`src/rtl/pfg_pkg.sv`:
```
package pfg_pkg;
  typedef enum logic [2:0] {
    ST_SEALED  = 3'd0,
    ST_NORMAL  = 3'd1,
    ST_PROTECT = 3'd2,
    ST_BATTERY = 3'd3,
    ST_RECOVER = 3'd4
  } pfg_state_e;
endpackage

```
`src/rtl/pfg_sync.sv`:
```
module pfg_sync #(
  parameter int WIDTH = 2
) (
  input  logic             clk,
  input  logic             rst_n,
  input  logic [WIDTH-1:0] d_i,
  output logic [WIDTH-1:0] q_o
);
  for (genvar g = 0; g < WIDTH; g++) begin : g_bit
    logic meta_q, sync_q;
    always_ff @(posedge clk or negedge rst_n) begin
      if (!rst_n) begin
        meta_q <= 1'b0;
        sync_q <= 1'b0;
      end else begin
        meta_q <= d_i[g];
        sync_q <= meta_q;
      end
    end
    assign q_o[g] = sync_q;
  end
endmodule

```
`src/rtl/pfg_seal.sv`:
```
module pfg_seal (
  input  logic clk,
  input  logic factory_rst_n,
  input  logic set_i,
  output logic armed_o
);
  logic armed_q, armed_en;

  assign armed_en = set_i & ~armed_q;

  always_ff @(posedge clk or negedge factory_rst_n) begin
    if (!factory_rst_n) armed_q <= 1'b0;
    else if (armed_en)  armed_q <= 1'b1;
  end

  assign armed_o = armed_q;
endmodule

```
`src/rtl/pfg_fsm.sv`:
```
module pfg_fsm
  import pfg_pkg::*;
#(
  parameter int REC_CYCLES = 64,
  parameter int ENA_CYCLES = 16
) (
  input  logic clk,
  input  logic rst_n,
  input  logic ok_s_i,
  input  logic lo_s_i,
  input  logic armed_i,
  output logic normal_o,
  output logic ce_en_o,
  output logic battery_o
);
  localparam int CW = (REC_CYCLES > 1) ? $clog2(REC_CYCLES) : 1;
  localparam logic [CW-1:0] CNT_LAST = CW'(REC_CYCLES - 1);
  localparam logic [CW-1:0] CNT_ENA  = CW'(ENA_CYCLES);

  pfg_state_e state_q, state_d;
  logic [CW-1:0] cnt_q, cnt_d;
  logic          cnt_en;

  always_comb begin
    state_d = state_q;
    unique case (state_q)
      ST_SEALED:  if (ok_s_i) state_d = ST_RECOVER;
                  else if (armed_i && !lo_s_i) state_d = ST_BATTERY;
      ST_NORMAL:  if (!ok_s_i) state_d = ST_PROTECT;
      ST_PROTECT: if (!lo_s_i) state_d = ST_BATTERY;
                  else if (ok_s_i) state_d = ST_RECOVER;
      ST_BATTERY: if (lo_s_i) state_d = ST_PROTECT;
      ST_RECOVER: if (!ok_s_i) state_d = ST_PROTECT;
                  else if (cnt_q == CNT_LAST) state_d = ST_NORMAL;
      default:    state_d = ST_PROTECT;
    endcase
  end

  assign cnt_en = (state_q == ST_RECOVER) || (cnt_q != '0);
  assign cnt_d  = (state_q == ST_RECOVER && state_d == ST_RECOVER) ? cnt_q + 1'b1 : '0;

  always_ff @(posedge clk or negedge rst_n) begin
    if (!rst_n) begin
      state_q <= ST_SEALED;
      cnt_q   <= '0;
    end else begin
      state_q <= state_d;
      if (cnt_en) cnt_q <= cnt_d;
    end
  end

  assign normal_o  = (state_q == ST_NORMAL);
  assign ce_en_o   = normal_o || (state_q == ST_RECOVER && cnt_q >= CNT_ENA);
  assign battery_o = (state_q == ST_BATTERY) && armed_i;
endmodule

```
`src/rtl/pwrfail_guard.sv`:
```
module pwrfail_guard #(
  parameter int REC_CYCLES = 15625000,
  parameter int ENA_CYCLES = 250000
) (
  input  logic clk,
  input  logic rst_n,
  input  logic factory_rst_n,
  input  logic sup_ok_i,
  input  logic sup_lo_ok_i,
  input  logic req_ce_i,
  input  logic req_we_i,
  output logic mem_ce_o,
  output logic mem_we_o,
  output logic wprot_o,
  output logic out_hiz_o,
  output logic bat_conn_o
);
  logic [1:0] cmp_s;
  logic       armed, normal, ce_en, battery;


  pfg_sync #(.WIDTH(2)) u_sync (
    .clk   (clk),
    .rst_n (rst_n),
    .d_i   ({sup_lo_ok_i, sup_ok_i}),
    .q_o   (cmp_s)
  );


  pfg_seal u_seal (
    .clk           (clk),
    .factory_rst_n (factory_rst_n),
    .set_i         (cmp_s[0]),
    .armed_o       (armed)
  );

  pfg_fsm #(.REC_CYCLES(REC_CYCLES), .ENA_CYCLES(ENA_CYCLES)) u_fsm (
    .clk       (clk),
    .rst_n     (rst_n),
    .ok_s_i    (cmp_s[0]),
    .lo_s_i    (cmp_s[1]),
    .armed_i   (armed),
    .normal_o  (normal),
    .ce_en_o   (ce_en),
    .battery_o (battery)
  );

  assign mem_ce_o   = req_ce_i & ce_en;
  assign mem_we_o   = req_ce_i & req_we_i & normal;
  assign wprot_o    = ~normal;
  assign out_hiz_o  = ~ce_en;
  assign bat_conn_o = battery;
endmodule


```
`config.mk`:
```
export PLATFORM = sky130hd
export DESIGN_NAME = pwrfail_guard
export DESIGN_NICKNAME = d
export VERILOG_FILES = /design/src/rtl/pfg_pkg.sv /design/src/rtl/pfg_sync.sv /design/src/rtl/pfg_seal.sv /design/src/rtl/pfg_fsm.sv /design/src/rtl/pwrfail_guard.sv
export SDC_FILE = /design/constraint.sdc
export NUM_CORES = 1
export LEC_CHECK = 0
export ABC_AREA = 1
export CAP_MARGIN = 20
export CORE_ASPECT_RATIO = 2
export CORE_MARGIN = 5
export CORE_UTILIZATION = 45
export CTS_CLUSTER_DIAMETER = 120
export DETAILED_ROUTE_END_ITERATION = 16
export MAX_ROUTING_LAYER = met4
export PLACE_DENSITY = 0.73
export SYNTH_ARGS = -nofsm -noshare
export SYNTH_HDL_FRONTEND = slang
export SYNTH_SLANG_ARGS = --single-unit
```
`constraint.sdc`:
```
create_clock -name clk -period 1.5 [get_ports clk]
set_clock_uncertainty 0.05 [all_clocks]
set_input_delay 0.15 -clock clk [delete_from_list [all_inputs] [get_ports clk]]
set_output_delay 0.15 -clock clk [all_outputs]
set_load 0.02 [all_outputs]
```
Word level (Yosys, flattened, before mapping)
Cells that the tools add are included.
{"block": "totals", "reg_bits": 32, "inputBits": 7, "out_inout_bits": 5, "wordCells": 41}
{"block": "op_classes", "eq_ne": 6, "n_bitwise": 7, "n_lt_le_gt_ge": 1, "n_reduce_logical": 9, "muxes": 10, "n_addsub": 1}
{"op": "24-bit by 1-bit adder with 24-bit output (second input constant)", "n": 1}
{"op": "24-bit equality test (second input constant)", "n": 1}
{"op": "24-bit by 18-bit >= comparator with 1-bit output (second input constant)", "n": 1}
{"op": "24-bit two-way mux", "n": 1}
{"op": "3-bit two-way mux", "n": 8}
{"op": "24-bit nonzero test", "n": 1}
{"op": "3-bit case mux with 5 select lines", "n": 1}
{"op": "3-bit by 2-bit equality test with 1-bit output (second input constant)", "n": 2}
{"op": "3-bit equality test (second input constant)", "n": 2}
{"op": "1-bit bitwise AND", "n": 4}
{"op": "1-bit logical AND", "n": 4}
{"op": "3-bit by 1-bit equality test with 1-bit output (second input constant)", "n": 1}
{"op": "3-bit zero test", "n": 1}
{"op": "1-bit NOT", "n": 3}
{"op": "1-bit logical OR", "n": 2}
{"op": "1-bit zero test", "n": 1}

Longest topological paths before layout
{"block": "logic_depth", "word_depth": 8, "mapped_depth": 9}

Cells and area by module
A second synthesis with hierarchy kept.
{"block": "unflattened", "cells_unflattened": 286, "area_unflattened_um2": 2073.2}
{"mod": "pfg_fsm", "seq_area_each_um2": 675.6, "instances": 1, "cells_each": 270, "area_each_um2": 1896.8}
{"mod": "pfg_sync", "seq_area_each_um2": 100.1, "instances": 1, "cells_each": 6, "area_each_um2": 115.1}
{"mod": "pfg_seal", "seq_area_each_um2": 25.0, "instances": 1, "cells_each": 4, "area_each_um2": 36.3}
{"mod": "pwrfail_guard", "seq_area_each_um2": 0.0, "instances": 1, "cells_each": 6, "area_each_um2": 25.0}

Least setup slack after synthesis
No wires, ideal clock.
{"block": "synth_path", "kind": "register -> output", "start": "register u_fsm.state_q[2]", "end": "output mem_ce_o", "path_buffers": 1, "slack_ns": -0.005, "required_time_ns": 1.300, "arrival_time_ns": 1.305, "path_stages_with_launch": 5, "path_cell_list": "dfrtp_1 -> buf_6 -> inv_2 -> nand3_1 -> a21oi_1"}
{"block": "synth_via", "elab_chain_cells": 4, "word_cells_on_any_way": 5, "classes_between": "2 x eq/ne; 1 x bitwise; 2 x reduce/logical"}
{"element": "start: declaration", "line": "pfg_fsm.sv:20", "rtl": "pfg_state_e state_q, state_d;"}
{"element": "start signal: assignment", "line": "pfg_fsm.sv:47", "rtl": "state_q <= state_d;"}
{"element": "3-bit equality test", "line": "pfg_fsm.sv:53", "rtl": "assign ce_en_o = normal_o || (state_q == ST_RECOVER && cnt_q >= CNT_ENA);"}
{"element": "1-bit logical AND", "line": "pfg_fsm.sv:53"}
{"element": "1-bit logical OR (*)", "line": "pfg_fsm.sv:53"}
{"element": "1-bit bitwise AND (*)", "line": "pwrfail_guard.sv:48", "rtl": "assign mem_ce_o = req_ce_i & ce_en;"}
{"element": "end: declaration", "line": "pwrfail_guard.sv:12", "rtl": "output logic mem_ce_o,"}
Every way passes the cells marked *; elsewhere a longest branch is shown, timed or not.

Worst setup path after layout
{"block": "layout_path", "start": "register u_fsm.cnt_q[19]", "end": "output mem_ce_o"}
{"block": "layout_via", "elab_chain_cells": 4}
{"element": "start: declaration", "line": "pfg_fsm.sv:21", "rtl": "logic [CW-1:0] cnt_q, cnt_d;"}
{"element": "start signal: assignment", "line": "pfg_fsm.sv:48", "rtl": "if (cnt_en) cnt_q <= cnt_d;"}
{"element": "24-bit by 18-bit >= comparator with 1-bit output", "line": "pfg_fsm.sv:53"}
{"element": "1-bit logical AND", "line": "pfg_fsm.sv:53"}
{"element": "1-bit logical OR", "line": "pfg_fsm.sv:53"}
{"element": "1-bit bitwise AND", "line": "pwrfail_guard.sv:48"}
No other way between the ends.

==> results.toml <==
[outcome]
status = "finished, violations left"
violations = "setup timing"

[sta]
period_minus_slack_ns = 1.803
hold_viol = 0
rsz0062_at_grt = "yes"
slew_headroom = 0.6949
drv_slew = 0
fin_crit_sh = 1.202
fmax_mhz = 554.8
worst_slew_pin_slew_ns = 0.4534
hold_ws_ns = 0.2011
setup_viol = 28
finalWorstSetupSlack_ns = -0.3026

[cts]
htreeDepth = 2
clk_pin_slew_worst_paths_ns = 0.07
cts_num_sinks = 32
cts_inserted_buffers = 5
clockBufferDepth = 2
clock_latency_ns = 0.29
tritoncts = "yes"
cts_root_buffer = "clkbuf_8"

[synthesis]
synth.distinct_cells = 28
synthCells = 283
yosys_warnings = 0
avgSynthCellArea_sq_um = 7.392
synth_seq_cells = 32
syn_area_sq_um = 2092
syn-num-nets = 292
yosysSeqAreaShare = 0.3828

[route]
wl_per_cell_microns = 15.49
detail_route.first_pass.iterations = 5
drt-total-wl_mm = 6.630
route.detailed.drc = 0
final_antenna_net_count = 0
routed_via_density = 5.182
num_vias = 2218
drtIter0Drc = 95

[final_layout]
n_antenna_cell = 0
syn2layout_area_growth_pct = 47.55
layout_common_cells = "buf_4 (65), nand2_1 (53), nor2_1 (43)"
final_common_cell = "buf_4"
fin_cells = 428
nNetsFinal = 381
drive_gt1_frac = 0.3968
design_area_sq_um = 3087

[critical_path]
worstSetupPathType = "flip-flop to primary output"
cp-startpoint = "u_fsm.cnt_q[19]"
worstSetupStartpointType = "flip-flop"
worstPathRequired_ns = 1.30
r2r_slack_ns = -0.20
reg2reg_to = "u_fsm.cnt_q[21]"
worst_ep_arrival_time_ns = 1.60
timing.rr.start = "u_fsm.cnt_q[19]"
reg2regPathDepth = 11
cp_max_fo = 2
crit_end = "mem_ce_o"
worst_setup_path_end_kind = "primary output"

[floorplanning]
coreArea_sq_um = 4554
die_h_microns = 106.4
rows = 35
initial_utilization = 0.4593
fp.dieArea_sq_um = 6195
die-width_microns = 58.21
pin_count = 12

[placed_design]
post-place-ws_ns = -0.4518
dpl_cell_area_sq_um = 2696
place_inst = 405
io_buffers = 11
hpwl_mm = 4.787
place.gp.congestion = 0.9332

[run]
maxCapViolations = 0

[hold_path]
hold_path_class = "input pin to async pin"

[global_route]
antenna_found_initial = 0
grt_pass1_wl_mm = 10.78
overflow = 0
track_usage = 0.2382
grt_pass1_vias = 2319
grt_max_degree = 32

[pwr]
leakagePower_uw = 0.001409
power.density_nw_per_um2 = 803.2
ir_worst_vdd_uv = 769.5
final cells by class:
type,instances,area [sq um]
fillers,390,1468
multi-input cells,210,1245
flip-flops and latches,32,800.8
repair buffers,85,737.0
inverters,38,142.6
clock buffers,5,68.82
well taps,55,68.82
clock inverters,3,23.77
flip-flops by register name (all words and copies together) (netlist names):
name / cells
u_fsm.cnt_q: 24
u_sync.g_bit.sync_q: 2
u_fsm.state_q: 3
u_sync.g_bit.meta_q: 2
u_seal.armed_o: 1
layer usage:
layer | vias to the layer above | share of wire | GRT usage
met4 | 0 | 0.069 | 0.1575
met1 | 1040 | 0.34 | 0.2259
met5 | - | 0 | -
met2 | 70 | 0.56 | 0.4223
met3 | 31 | 0.032 | 0.04010
li1 | 1077 | - | -
cells in the mapped netlist:
cell	instances	share of area
clkinv_1	1	0.0018
nand2_2	5	0.015
nand4_1	11	0.033
nand2_1	57	0.10
ha_1	2	0.012
a21oi_1	6	0.014
nor2_1	59	0.11
nand3b_1	2	0.0072
a21o_1	2	0.0072
o21bai_1	2	0.0072
nor2_2	4	0.012
nand3_1	20	0.048
nor3_2	4	0.019
o21ai_0	2	0.0048
xnor2_1	3	0.013
nand3_2	4	0.019
inv_1	33	0.059
nor2_4	5	0.027
dfrtp_1	32	0.38
a22oi_1	1	0.0036
nor4_1	2	0.0060
o211ai_1	1	0.0036
nand4_4	1	0.010
buf_6	3	0.016
nand2_4	1	0.0054
xor2_1	11	0.046
inv_2	4	0.0072
nor3_1	5	0.012
worst min path at each step:
stage,startpoint,endpoint,slack [ns],depth (start not counted)
after floorplan,rst_n,u_fsm.cnt_q[0],-0.20,0
after global placement,factory_rst_n,u_seal.armed_o,0.25,1
after detailed placement,factory_rst_n,u_seal.armed_o,0.25,1
after CTS,rst_n,u_fsm.cnt_q[23],0.22,2
after global routing,rst_n,u_fsm.cnt_q[11],0.25,2
final,rst_n,u_fsm.cnt_q[7],0.20,2
per-stage QoR:
stage | total power, uW | TNS, ns | util
6_report | 2479 | -3.900 | 0.6777
3_5_place_dp | 1703 | -5.792 | 0.5920
5_1_grt | 2590 | -5.882 | 0.6777
2_1_floorplan | 1347 | 0 | -
4_1_cts | 2404 | -4.647 | 0.6569
3_3_place_gp | 1679 | -5.600 | 0.5920
repair_timing:
item / in CTS / in global routing
pin swaps: 15 / 13
hold endpoints to repair: 1 / 0
cloned: 2 / 0
hold buffers: 1 / 0
resized for setup: 46 / 28
buffers inserted: 9 / 6
endpoints found under the setup margin: 31 / 31
worst max-delay path: stages, from the launching register on:
cell,delay [ns]
dfrtp_1,0.40
nor2_2,0.15
nand2_1,0.08
nor2_2,0.13
nand3_1,0.10
nand3_2,0.11
nand2_2,0.06
a21oi_2,0.14
buf_4,0.15
power by group:
part	leakage [uW]	internal (uW)	switching [uW]	total [uW]
clock	0.0000404	329	373	702
sequential	0.000427	910	40.1	950
combinational	0.000941	378	450	827
total	0.00141	1620	863	2480
kinds of logic after synthesis:
group           Yosys count  share of synthesized area
xor+xnor                 14                    0.05861
simple gates            180                     0.4216
buf+inv                  41                    0.08433
compound gates           14                    0.04067
fa+ha+maj                 2                    0.01196
flops                    32                     0.3828
Power figures use the tool's default switching activity.
